$ cat config.mk
export PLATFORM = sky130hd
export DESIGN_NAME = adc_digital_corr
export DESIGN_NICKNAME = d
export VERILOG_FILES = /design/src/rtl/adc_corr_pkg.sv /design/src/rtl/adc_corr_delay.sv /design/src/rtl/adc_corr_sum.sv /design/src/rtl/adc_digital_corr.sv
export SDC_FILE = /design/constraint.sdc
export NUM_CORES = 1
export LEC_CHECK = 0
export ABC_AREA = 1
export BUFFER_PORTS_ARGS = -buffer_cell sky130_fd_sc_hd__buf_2
export CAP_MARGIN = 30
export CORE_MARGIN = 4
export CORE_UTILIZATION = 50
export DETAILED_ROUTE_END_ITERATION = 10
export HOLD_SLACK_MARGIN = 0.02
export PLACE_DENSITY = 0.7
export SYNTH_ARGS = -nofsm -noshare
export SYNTH_HDL_FRONTEND = slang
export SYNTH_HIERARCHICAL = 1
export SYNTH_SLANG_ARGS = --single-unit
$ cat constraint.sdc
create_clock -name clk_i -period 4.8 [get_ports clk_i]
set_clock_uncertainty 0.15 [all_clocks]
set_input_delay 0.72 -clock clk_i [delete_from_list [all_inputs] [get_ports clk_i]]
set_output_delay 0.72 -clock clk_i [all_outputs]
set_load 0.01 [all_outputs]
$ cat src/rtl/adc_corr_pkg.sv
package adc_corr_pkg;
  localparam int unsigned CODE_W = 2;
  typedef logic [CODE_W-1:0] code_t;
  localparam code_t CODE_ILLEGAL = 2'b11;
endpackage

$ cat src/rtl/adc_corr_delay.sv
module adc_corr_delay #(
  parameter int unsigned WIDTH = 2,
  parameter int unsigned DEPTH = 1
) (
  input  logic             clk_i,
  input  logic             rst_ni,
  input  logic [WIDTH-1:0] d_i,
  output logic [WIDTH-1:0] q_o
);
  logic [WIDTH-1:0] pipe_q [DEPTH];

  always_ff @(posedge clk_i or negedge rst_ni) begin
    if (!rst_ni) begin
      for (int i = 0; i < int'(DEPTH); i++) pipe_q[i] <= '0;
    end else begin
      pipe_q[0] <= d_i;
      for (int i = 1; i < int'(DEPTH); i++) pipe_q[i] <= pipe_q[i-1];
    end
  end

  assign q_o = pipe_q[DEPTH-1];
endmodule

$ cat src/rtl/adc_corr_sum.sv
module adc_corr_sum
  import adc_corr_pkg::*;
#(
  parameter int unsigned NSTAGES = 7,
  localparam int unsigned ACC_W = NSTAGES + 2
) (
  input  logic [CODE_W*NSTAGES-1:0] codes_i,
  output logic [ACC_W-1:0]          sum_o
);
  // bitwise sum/carry chain: s = a^b^c, carry = a.b | c.(a^b)
  function automatic logic [ACC_W-1:0] ripple(input logic [ACC_W-1:0] a,
                                               input logic [ACC_W-1:0] b);
    logic [ACC_W-1:0] s;
    logic cy;
    cy = 1'b0;
    for (int i = 0; i < int'(ACC_W); i++) begin
      s[i] = a[i] ^ b[i] ^ cy;
      cy   = (a[i] & b[i]) | (cy & (a[i] ^ b[i]));
    end
    return s;
  endfunction

  always_comb begin
    logic [ACC_W-1:0] acc;
    acc = ACC_W'(codes_i[CODE_W-1:0]);
    // shift by one, not two: one-bit overlap between neighbouring stages
    for (int k = 1; k < int'(NSTAGES); k++)
      acc = ripple(acc << 1, ACC_W'(codes_i[CODE_W*k +: CODE_W]));
    sum_o = acc;
  end
endmodule

$ cat src/rtl/adc_digital_corr.sv
module adc_digital_corr
  import adc_corr_pkg::*;
#(
  parameter int unsigned NSTAGES = 7,
  localparam int unsigned OUT_W = NSTAGES + 1
) (
  input  logic                      clk_i,
  input  logic                      rst_ni,
  input  logic                      valid_i,
  input  logic [CODE_W*NSTAGES-1:0] stage_code_i,
  output logic                      valid_o,
  output logic [OUT_W-1:0]          data_o,
  output logic                      ovf_o
);
  localparam int unsigned ACC_W = NSTAGES + 2;
  localparam int unsigned CNT_W = $clog2(NSTAGES + 1);

  logic [CODE_W*NSTAGES-1:0] aligned;
  logic                      aligned_vld;
  logic [ACC_W-1:0]          sum;
  logic                      illegal;
  logic                      sat;

  // stage k waits NSTAGES-k clocks; last stage passes straight through
  for (genvar k = 0; k < int'(NSTAGES); k++) begin : g_skew
    localparam int unsigned DLY = NSTAGES - 1 - k;
    if (DLY == 0) begin : g_pass
      assign aligned[CODE_W*k +: CODE_W] = stage_code_i[CODE_W*k +: CODE_W];
    end else begin : g_dly
      adc_corr_delay #(.WIDTH(CODE_W), .DEPTH(DLY)) u_dly (
        .clk_i (clk_i),
        .rst_ni(rst_ni),
        .d_i   (stage_code_i[CODE_W*k +: CODE_W]),
        .q_o   (aligned[CODE_W*k +: CODE_W])
      );
    end
  end

  adc_corr_delay #(.WIDTH(1), .DEPTH(NSTAGES - 1)) u_vld_dly (
    .clk_i (clk_i),
    .rst_ni(rst_ni),
    .d_i   (valid_i),
    .q_o   (aligned_vld)
  );

  adc_corr_sum #(.NSTAGES(NSTAGES)) u_sum (
    .codes_i(aligned),
    .sum_o  (sum)
  );

  always_comb begin
    illegal = 1'b0;
    for (int k = 0; k < int'(NSTAGES) - 1; k++)
      if (aligned[CODE_W*k +: CODE_W] == CODE_ILLEGAL) illegal = 1'b1;
  end

  assign sat = illegal | (|sum[ACC_W-1:OUT_W]);

  always_ff @(posedge clk_i or negedge rst_ni) begin
    if (!rst_ni) begin
      valid_o <= 1'b0;
      ovf_o   <= 1'b0;
      data_o  <= '0;
    end else begin
      valid_o <= aligned_vld;
      ovf_o   <= aligned_vld & sat;
      data_o  <= sat ? '1 : sum[OUT_W-1:0];
    end
  end

  // ---- assertions ----
  logic [CNT_W-1:0] fill_cnt;
  always_ff @(posedge clk_i or negedge rst_ni) begin
    if (!rst_ni) fill_cnt <= '0;
    else if (fill_cnt != CNT_W'(NSTAGES)) fill_cnt <= fill_cnt + 1'b1;
  end

  assert_fill_latency_R4: assert property (@(posedge clk_i) disable iff (!rst_ni)
    valid_o |-> fill_cnt == CNT_W'(NSTAGES));

  assert_clamp_R5: assert property (@(posedge clk_i) disable iff (!rst_ni)
    ovf_o |-> data_o == {OUT_W{1'b1}});

  assert_ovf_valid_R8: assert property (@(posedge clk_i) disable iff (!rst_ni)
    ovf_o |-> valid_o);

  assert_last_stage_R2: assert property (@(posedge clk_i) disable iff (!rst_ni)
    (valid_o && !ovf_o) |-> data_o[0] == $past(stage_code_i[CODE_W*(NSTAGES-1)]));
endmodule

==> results.env <==
STATUS='finished, final reports clean'
DIE_AREA_UM2=5303
FINAL_COMMON_CELL='dfrtp_1'
POST_SYNTH_INSTANCE_AREA_UM2=2101
GRT_FIRST_PASS_WIRELENGTH_MM=4.429
CLK_TRANSITION_REPORTED_PATHS_NS=0.06
GRT_UTIL_ALL_LAYERS=0.1162
POWER_PER_CELL_AREA_nW_PER_UM2=452.7
TIMING.SLEW.HEADROOM=0.5495
CTS_BUFFERS=9
SYNTHCELLS=138
CRITICAL-PATH-TOP-DELAY-FAMILY='adder cells'
FINAL_NET_COUNT=207
PLACEDINSTANCEAREA_UM2=2218
GR-MAX-USAGE-LAYER='met2'
MAXSLEWVIOLCOUNT=0
FP.COREAREA_UM2=4029
WORST_PATH_MAX_DELAY_CELL='fa_1'
CP.ARRIVAL_NS=3.51
POST_CTS.REPAIR.SETUP_BUFFERS=0
CP.REQUIRED_NS=4.84
WORST-PATH-BUF-INV=2
TIMING.CRITICAL_PATH.TO_TYPE='register'
PATH_MAX_FANOUT=9
TRITONCTS='done'
GLOBAL_ROUTE_MET1_USAGE=0.1157
DRV_CAP=0
ROUTE.VIAS.TOTAL=1057
CTS.SINKS=58
YOSYS_WARNINGS=6
SETUP.WORST_PATH.CLASS='reg2reg'
TOTALNEGATIVESETUPSLACK_NS=0
UNREPAIRED_SETUP_ENDPOINTS_AFTER_GLOBAL_ROUTING='false'
FLOORPLAN.ROWS=23
FLOORPLAN.INITIALDENSITY=0.5214
DRT_PASS1_ITERATIONS=2
CRITPATHMAXSTAGEDELAY_NS=0.45
DETAILEDROUTE.FIRSTITERATIONVIOLATIONS=23
WORST_HOLD_STARTPOINT='g_skew[2].g_dly.u_dly/pipe_q[2]'
FINALCRITICALPERIOD_NS=3.465
ANT_NETS=0
FINALHOLDVIOLATIONS=0
POSTSYNTH.TOPFLOPCELL='dfrtp_1'
LEAKAGEPOWER_uW=0.001207
TOTAL_OVERFLOW_REPORTED_BY_THE_GLOBAL_ROUTER=0
DRT-VIAS-PER-INSTANCE=4.805
CTS-ROOT-TO-SINK-BUFFERS=2
SYN_AREA_PER_CELL_UM2=15.22
WORST_SETUP_PATH_STARTPOINT='g_skew[0].g_dly.u_dly/q_o[0]'
USE_MET2=0.1904
RATIO_OF_CELLS_WITH_DRIVE_ABOVE_1_IN_THE_FINAL_LAYOUT=0.2824
DRCVIOLATIONCOUNT=0
ANTENNA_CELLS=0
FINAL_CELL_MIX='dfrtp_1 (58), buf_2 (26), ha_1 (24)'
PORT-BUFFER-COUNT=26
DETAIL_PLACEMENT_HPWL_MM=1.817
HTREE_LEVELS=3
DIE_X_UM=72.82
SYNTH_NETS=180
WORST-R2R-SETUP-SLACK_NS=1.33
SETUP_VIOLATIONS=0
STDCELL_AREA_UM2=2456
NUMBER_OF_SYNTHESIZED_FLOPS_WITH_AN_ENABLE_PIN=0
TIGHTESTPINTRANSITION_NS=0.6758
GP_CONGESTION=0.7141
DRT-WIRELENGTH-PER-CELL_UM=11.33
YS_TYPES=14
GATES_RESIZED_CTS_REPAIR=0
CRIT_PATH_FREQUENT_CELL='ha_1'
AREAGROWTHSYNTHTOFINISH_PCT=16.92
WL_MM=2.492
INSERTION_DELAY_NS=0.32
CTSROOTBUFFERMASTER='clkbuf_8'
IRDROPWORSTVDD_uV=268.3
GRT_MAX_DEGREE=59
GRT_PASS1_VIAS=1114
GR-USAGE-MET3=0.05923
SYNTH.YOSYS.SEQ_AREA_SHARE=0.6909
TIMING.FMAX_GHz=0.2886
R2R-START='g_skew[0].g_dly.u_dly/q_o[0]'
DIE_H_UM=72.82
POSTSYNTH.ASYNCRESETSHARE=1.000
TIMING.CRITICAL_PATH.CELLS='ha_1 > ha_1 > fa_1 > ha_1 > ha_1 > ha_1 > ha_1 > inv_1 > nand3_1 > nand3_1 > nand2_1 > inv_1 > nand2_2 > nor2_4 > nand3b_1'
GRT_ANTENNA_BEFORE_REPAIR=0
POSTCTSHOLDBUFS=0
HOLD_CLASS='reg2reg'
IO_PINS=27
TOTAL_OF_FLIP_FLOPS_PLUS_LATCHES_AFTER_SYNTHESIS=58
LAYOUT_WORST_PATH_CYCLE_SHARE=0.7219
WORSTSETUPSTARTPOINTTYPE='register'
## logic make-up after synthesis
logic type,count (synthesis),synth area share
adders and majority gates,25,0.1525
AOI/OAI and AO/OA,1,0.002380
and+or+nand+nor,31,0.08040
buffers and inverters,19,0.05360
DFF,58,0.6909
xor gates and xnor gates,4,0.02025
## stage by stage
stage	utilization	cells	setup WS, ns	hold slack, ns	power, µW
after floorplan	-	138	1.459	0.1812	585.2
after global placement	0.5506	204	1.463	0.1817	610.1
after detailed placement	0.5506	204	1.301	0.1847	615.0
after CTS	0.6096	220	1.292	0.1971	1128
after global routing	0.6096	220	1.110	0.2034	1165
final	0.6096	220	1.335	0.1939	1112
## synthesized netlist by cell type, types with 2 or more instances
cell type	n	area [µm²]
buf_4	11	82.58
dfrtp_1	58	1451
nand2_1	16	60.06
inv_1	8	30.03
nor2_4	2	22.52
nand3b_1	8	60.06
nand3_1	2	10.01
ha_1	24	300.3
nand2_2	2	12.51
xor2_1	3	26.28
## layout make-up
type | count | area [µm²]
clock inverters | 4 | 72.57
flip-flops and latches | 58 | 1451
multi-input cells | 61 | 536.8
repair buffers | 27 | 137.6
well taps | 50 | 62.56
fillers | 315 | 1573
clock buffers | 12 | 165.2
inverters | 8 | 30.03
## per-layer routing
metal  vias to the layer above  part of all wire
met5                         -                 0
met4                         0             0.023
met3                         8             0.061
met2                        24              0.52
met1                       537              0.39
li1                        488                 -
## worst paths after layout
check	end	cells after the start
max	data_o[4]	15
min	g_skew[2].g_dly.u_dly/q_o[0]	0
max reg2reg	data_o[4]	15
min reg2reg	g_skew[2].g_dly.u_dly/q_o[0]	0
max in group asynchronous	g_skew[2].g_dly.u_dly/pipe_q[7]	2
min in group asynchronous	valid_o	2
## power breakdown
| group | internal (µW) | total [µW] | leakage (µW) | switching [µW] |
|---|---|---|---|---|
| sequential | 515 | 524 | 0.000656 | 8.48 |
| combinational | 35.5 | 79.8 | 0.000432 | 44.2 |
| clock | 334 | 509 | 0.000119 | 175 |
| total | 884 | 1110 | 0.00121 | 228 |
## worst register-to-register path: cells and delay by family, from the launching register on
kind	cells	cell delay (ns)
fa+ha+maj	7	2.09
flops	1	0.38
buf+inv	2	0.12
simple gates	6	0.60
## registers in the layout, indices dropped and copies added (netlist names)
register                   cells
data_o                         8
g_skew.g_dly.u_dly/pipe_q     30
g_skew.g_dly.u_dly/q_o        12
ovf_o                          1
u_vld_dly/pipe_q               5
u_vld_dly/q_o                  1
valid_o                        1
Power figures use the tool's default switching activity.
